**src/rtl/zcnt_pkg.sv**
```systemverilog
package zcnt_pkg;
    typedef enum logic [1:0] {
        SCAN_DW_LEAD  = 2'b00,
        SCAN_DW_TRAIL = 2'b01,
        SCAN_W_LEAD   = 2'b10,
        SCAN_W_TRAIL  = 2'b11
    } scan_mode_e;

    function automatic scan_mode_e pick_mode(input logic word, input logic trail);
        return scan_mode_e'({word, trail});
    endfunction
endpackage

```
**src/rtl/zc_field_prep.sv**
```systemverilog
module zc_field_prep
    import zcnt_pkg::*;
#(
    parameter int DW = 64,
    localparam int HW = DW / 2
) (
    input  logic [DW-1:0] opnd,
    input  scan_mode_e    mode,
    output logic [DW-1:0] field
);
    logic [DW-1:0] rev_full;
    logic [HW-1:0] rev_low;
    logic [HW-1:0] sentinel;

    assign sentinel = {1'b1, {(HW-1){1'b0}}};

    for (genvar g = 0; g < DW; g++) begin : g_rev_full
        assign rev_full[g] = opnd[DW-1-g];
    end

    for (genvar g = 0; g < HW; g++) begin : g_rev_low
        assign rev_low[g] = opnd[HW-1-g];
    end

    always_comb begin
        unique case (mode)
            SCAN_DW_LEAD:  field = opnd;
            SCAN_DW_TRAIL: field = rev_full;
            SCAN_W_LEAD:   field = {opnd[HW-1:0], sentinel};
            SCAN_W_TRAIL:  field = {rev_low, sentinel};
            default:       field = opnd;
        endcase
    end
endmodule

```
**src/rtl/zc_prio_enc.sv**
```systemverilog
module zc_prio_enc #(
    parameter int DW = 64,
    localparam int CW = $clog2(DW + 1)
) (
    input  logic [DW-1:0] field,
    output logic [CW-1:0] lead_cnt
);
    always_comb begin
        lead_cnt = CW'(DW);
        for (int i = 0; i < DW; i++) begin
            if (field[i]) begin
                lead_cnt = CW'(DW - 1 - i);
            end
        end
    end
endmodule

```
**src/rtl/zc_result_reg.sv**
```systemverilog
module zc_result_reg #(
    parameter int DW = 64,
    localparam int CW = $clog2(DW + 1)
) (
    input  logic          clk,
    input  logic          rst_n,
    input  logic [CW-1:0] cnt_d,
    output logic [DW-1:0] cnt_q
);
    logic [CW-1:0] cnt_r;

    always_ff @(posedge clk or negedge rst_n) begin
        if (!rst_n) begin
            cnt_r <= '0;
        end else begin
            cnt_r <= cnt_d;
        end
    end

    assign cnt_q = {{(DW-CW){1'b0}}, cnt_r};
endmodule

```
**src/rtl/zero_count_unit.sv**
```systemverilog
module zero_count_unit
    import zcnt_pkg::*;
#(
    parameter int DW = 64,
    localparam int CW = $clog2(DW + 1)
) (
    input  logic          clk,
    input  logic          rst_n,
    input  logic [DW-1:0] opnd,
    input  logic          cnt_trail,
    input  logic          word_mode,
    output logic [DW-1:0] cnt_out
);
    scan_mode_e    mode;
    logic [DW-1:0] field;
    logic [CW-1:0] cnt_comb;

    assign mode = pick_mode(word_mode, cnt_trail);

    zc_field_prep #(.DW(DW)) u_prep (
        .opnd  (opnd),
        .mode  (mode),
        .field (field)
    );

    zc_prio_enc #(.DW(DW)) u_enc (
        .field    (field),
        .lead_cnt (cnt_comb)
    );

    zc_result_reg #(.DW(DW)) u_reg (
        .clk   (clk),
        .rst_n (rst_n),
        .cnt_d (cnt_comb),
        .cnt_q (cnt_out)
    );
endmodule

```
**config.mk**
```make
export PLATFORM = sky130hd
export DESIGN_NAME = zero_count_unit
export DESIGN_NICKNAME = d
export VERILOG_FILES = /design/src/rtl/zcnt_pkg.sv /design/src/rtl/zc_field_prep.sv /design/src/rtl/zc_prio_enc.sv /design/src/rtl/zc_result_reg.sv /design/src/rtl/zero_count_unit.sv
export SDC_FILE = /design/constraint.sdc
export NUM_CORES = 1
export LEC_CHECK = 0
export ABC_CLOCK_PERIOD_IN_PS = 800
export BUFFER_PORTS_ARGS = -buffer_cell sky130_fd_sc_hd__buf_4
export CAP_MARGIN = 20
export CORE_MARGIN = 2
export CORE_UTILIZATION = 48
export CTS_CLUSTER_DIAMETER = 120
export DETAILED_ROUTE_END_ITERATION = 10
export PLACE_DENSITY = 0.92
export SLEW_MARGIN = 15
export SYNTH_ARGS = -nofsm -noshare
export SYNTH_HDL_FRONTEND = slang
export SYNTH_SLANG_ARGS = --single-unit
```
**constraint.sdc**
```tcl
create_clock -name clk -period 0.8 [get_ports clk]
set_input_delay 0.16 -clock clk [delete_from_list [all_inputs] [get_ports clk]]
set_output_delay 0.16 -clock clk [all_outputs]
set_load 0.01 [all_outputs]
```
After elaboration in Yosys (flattened, before gate mapping). Index checks and enable logic that the tools add are counted.

Eq/ne operators: 3. Multiplexer cells: 65. Reductions and logical operators: 1.

Operator list (number): two-way mux 7 bit (64); case mux 64 bit (4 select lines) (1); == test 2 bit (second input constant) (2); == test 2 x 1 -> 1 bit (second input constant) (1); logical NOT 2 bit (1).

Register bits: 7. Output and inout bits: 64. Word-level logic and storage cells: 70.

Logic depth before layout (Yosys ltp).
Depth after elaboration: 66. Depth in mapped cells: 10. Depth with buffers taken out: 7.

Hierarchy. Synthesis repeated with hierarchy kept, for this count alone.

Cells, all modules: 390. Area total of the unflattened synthesis: 2702.6 um^2.

By module, submodules not included: zc_field_prep (times used 1, cells each 178, area each 1236.2 um^2, seq. area each 0.0 um^2); zc_prio_enc (times used 1, cells each 147, area each 859.6 um^2, seq. area each 0.0 um^2); zc_result_reg (times used 1, cells each 65, area each 606.8 um^2, seq. area each 175.2 um^2).

Least setup slack after synthesis. Ideal clock, no wire load.

Kind: input to register. Start: input word_mode. End: register u_reg.cnt_r[1]. Arrival time: 1.677 ns. Path slack: -1.001 ns. Cell stages on the path: 9. Buffers on the path: 2. Path through: buf_6 -> buf_6 -> mux2_4 -> mux2i_4 -> o211a_4 -> nand3_2 -> nor4_2 -> a21oi_1 -> o31a_1.

Longest elaborated chain between the ends: 66. Elaborated cells between the ends (all ways): 69. Those cells by class: 3 x eq/ne; 65 x mux; 1 x reduce/logical.

Ends and longest elaborated chain: from (decl) (RTL line zero_count_unit.sv:11) `input logic word_mode,`; == test 2 bit, or another cell as far along (RTL line zc_field_prep.sv:26) `unique case (mode)`; case mux 64 bit (4 select lines) (*) (RTL line zc_field_prep.sv:26); two-way mux 7 bit (63 in series) (RTL line zc_prio_enc.sv:11) `if (field[i]) begin`; two-way mux 7 bit (*) (RTL line zc_prio_enc.sv:11); named net cnt_comb[1] (RTL line zero_count_unit.sv:16) `logic [CW-1:0] cnt_comb;`; to (signal assigned) (RTL line zc_result_reg.sv:16) `cnt_r <= cnt_d;`; to (decl) (RTL line zc_result_reg.sv:10) `logic [CW-1:0] cnt_r;`.

The timed path passes the listed nets; every way through them passes the cells marked *.

Final worst setup path.
Start: input cnt_trail. End: register u_reg.cnt_r[1].

Longest elaborated chain between the ends: 66. Elaborated cells between the ends (all ways): 69. Those cells by class: 3 x eq/ne; 65 x mux; 1 x reduce/logical.

Ends and longest elaborated chain: from (decl) (RTL line zero_count_unit.sv:10) `input logic cnt_trail,`; == test 2 bit, or another cell as far along (RTL line zc_field_prep.sv:26); case mux 64 bit (4 select lines) (*) (RTL line zc_field_prep.sv:26); two-way mux 7 bit (63 in series) (RTL line zc_prio_enc.sv:11); two-way mux 7 bit (*) (RTL line zc_prio_enc.sv:11); named net cnt_comb[1] (RTL line zero_count_unit.sv:16).

Marked as above.

==> impl_metrics.py <==
metrics = {
    "status": {
        "status": "finished, violations left",
        "violations": "negative setup slack",
    },
    "worst_setup_path": {
        "startpoint_type": "primary input",
        "crit_type": "in -> reg",
        "slowest_stage": "a211oi_1",
        "cp_cell_sequence": "buf_16 > buf_4 > buf_4 > nor3_1 > a211oi_1 > o21ba_2 > nor4_2 > a21oi_1 > o31a_1",
        "critical_path.endpoint_type": "register",
        "arrival_ns": 2.21,
        "crit_top_cell": "buf_4",
        "cp_max_fo": 4,
        "max_stage_delay_ns": 0.76,
        "required_ns": 0.90,
    },
    "cts": {
        "cts_max_path_buffers": 2,
        "clk_pin_slew_ns": 0.04,
        "root_buffer": "clkbuf_8",
        "cts_buffers": 3,
        "cts_tree": "yes",
        "h-tree-depth": 1,
        "clock-sinks": 7,
    },
    "sta": {
        "setup_viol": 14,
        "hold_slack_ns": 0.280,
        "rsz0062_at_grt": "yes",
        "finalHoldViolations": 0,
        "slew_headroom": 0.392,
        "finalCriticalPeriod_ns": 2.11,
        "worst_pin_slew_ns": 0.906,
        "setup_ws_ns": -1.31,
        "min_period_over_period": 2.63,
        "fmax_mhz": 474,
        "slew_viol_final": 0,
    },
    "detailed_routing": {
        "postRouteAntennaNets": 0,
        "wire_per_inst_um": 24.3,
        "drtIter0Drc": 543,
        "drc": 0,
        "firstDrtPassIters": 6,
        "vias": 4322,
        "wirelength_um": 15800,
        "vias_per_cell": 6.66,
    },
    "synthesis": {
        "yosysTopAreaCell": "buf_4",
        "syn_avg_cell_area_um2": 6.97,
        "synth_flop_cell": "dfrtp_1",
        "synth-edff-count": 0,
        "synth-seq-cells": 7,
        "synthTopCellsByCount": "buf_4 (62), nor2_1 (55), mux2i_1 (32), nand2_1 (30), a21oi_1 (24)",
        "synth_cells": 392,
        "synth_fa_ha_area_frac": 0,
        "synth_xor_area_frac": 0,
        "synth-async-reset-ratio": 1.00,
        "synth-compound-area-share": 0.246,
        "synth_area_um2": 2730,
        "synthDistinctLibCells": 60,
        "netlist_top_cells_area": "buf_4 (17%), mux2i_1 (12%), nor2_1 (7.6%)",
        "synthMuxAreaShare": 0.209,
        "yosys.area_share.simple": 0.258,
        "seq_area_frac_synth": 0.0641,
        "yosysWarnings": 0,
        "synth.top_cell.area_share": 0.170,
        "synth_top_family_by_area": "simple AND/OR/NAND/NOR gates",
        "yosysMostFrequentCell": "buf_4",
    },
    "power_and_ir_drop": {
        "cellPowerDensity_nw_per_um2": 840,
        "total_power_mw": 4.01,
        "p_leak_nw": 2.22,
        "vdd_drop_max_mv": 0.612,
    },
    "final_layout": {
        "largest_register": "u_reg.cnt_r",
        "largest_reg_flops": 7,
        "antenna_cells": 0,
        "reg_top3": "u_reg.cnt_r: 7 flops",
        "final_area_um2": 4770,
        "fillers": 287,
        "drive_gt1_frac": 0.520,
        "final_nets": 646,
        "synthToLayoutAreaGrowth_pct": 74.6,
    },
    "global_routing": {
        "grt_pass1_vias": 4159,
        "grt_max_degree": 34,
        "grt_pass1_wl_um": 20000,
        "grt.total_usage": 0.405,
        "antenna_found_initial": 0,
        "gr-total-overflow": 0,
    },
    "floorplan": {
        "ioPinCount": 132,
        "die_x_um": 79.5,
        "initial_utilization": 0.496,
        "die_h_um": 79.5,
        "core_um2": 5510,
        "rows": 27,
        "fp.dieArea_um2": 6310,
    },
    "placed_design": {
        "gp_congestion": 0.965,
        "dpl-instance-area_um2": 3800,
        "hpwl_um": 8130,
        "io_buffers": 74,
    },
    "worst_hold_path": {
        "min_path_type": "in -> async",
    },
    "job": {
        "cap_violations": 0,
    },
}
## critical path: cells and delay by family
family | cells | cell delay (ns)
AO/OA/AOI/OAI | 4 | 1.44
buffers and inverters | 3 | 0.33
AND/OR/NAND/NOR | 2 | 0.28
## final timing paths
check                      startpoint                  endpoint  slack, ns  depth (start not counted)
min in group clk              opnd[0]  u_reg.cnt_r[0]$_DFF_PN0_       0.47                          6
min                             rst_n  u_reg.cnt_r[1]$_DFF_PN0_       0.28                          2
max in group asynchronous       rst_n  u_reg.cnt_r[5]$_DFF_PN0_       0.40                          2
max                         cnt_trail  u_reg.cnt_r[1]$_DFF_PN0_      -1.31                          9
## layout by cell type (no fill, tap or decap), drive strengths merged, types with 5 or more instances in the layout
cell type / synthesis / layout
a211oi: 12 / 12
a21oi: 26 / 26
a31oi: 5 / 5
and2: 6 / 6
buf: 74 / 195
clkbuf: 0 / 6
conb: 1 / 57
dfrtp: 7 / 7
inv: 11 / 11
mux2: 18 / 18
mux2i: 34 / 34
nand2: 30 / 30
nand2b: 5 / 5
nand3: 5 / 5
nand4: 5 / 5
nor2: 55 / 55
nor2b: 8 / 8
nor3: 24 / 24
o21ai: 17 / 17
o22ai: 5 / 5
## per-layer routing
metal	wire length, um	part of all wire	track usage	up-vias
li1	-	-	-	1671
met1	4740	0.30	0.413	1910
met2	6890	0.44	0.662	523
met3	2190	0.14	0.120	218
met4	1960	0.12	0.366	0
met5	0	0	0	-
## through the flow
| stage | instances | setup TNS [ns] | setup slack (ns) | utilization |
|---|---|---|---|---|
| detailed placement | 614 | -8.43 | -1.33 | 0.691 |
| global route | 649 | -8.22 | -1.46 | 0.866 |
| finish | 649 | -7.43 | -1.31 | 0.866 |
| global placement | 614 | -8.00 | -1.30 | 0.691 |
| CTS | 634 | -5.86 | -0.864 | 0.786 |
| floorplan | 448 | -5.63 | -0.885 | - |
## power breakdown
part | internal [mW] | leakage (nW) | switching [mW] | total, mW
registers | 0.373 | 0.0946 | 0.0105 | 0.384
clock network | 0.345 | 0.0228 | 0.160 | 0.505
logic | 1.47 | 2.11 | 1.65 | 3.12
## cell type report
class                      count  area (um^2)  share of cell area
multi-input combinational    356         2640               0.554
tap                           72         90.1              0.0189
clock buffer                   4         45.0             0.00944
timing repair buffer         199         1770               0.371
inverter                      11         48.8              0.0102
sequential                     7          175              0.0367
## cells by family (layout without fill, tap and decap cells)
| group | Yosys count | after routing |
|---|---|---|
| buf+inv | 85 | 214 |
| flops | 7 | 7 |
| compound gates | 98 | 98 |
| simple gates | 149 | 149 |
| mux | 52 | 52 |
| other cells | 1 | 57 |
## what timing repair did
action | in CTS | in global routing
resized for setup | 69 | 62
pin swaps | 17 | 28
hold buffers | 1 | 0
endpoints found under the hold margin | 7 | 0
cloned | 4 | 2
setup endpoints to repair | 14 | 14
setup buffers | 11 | 14
Power figures use the tool's default switching activity.
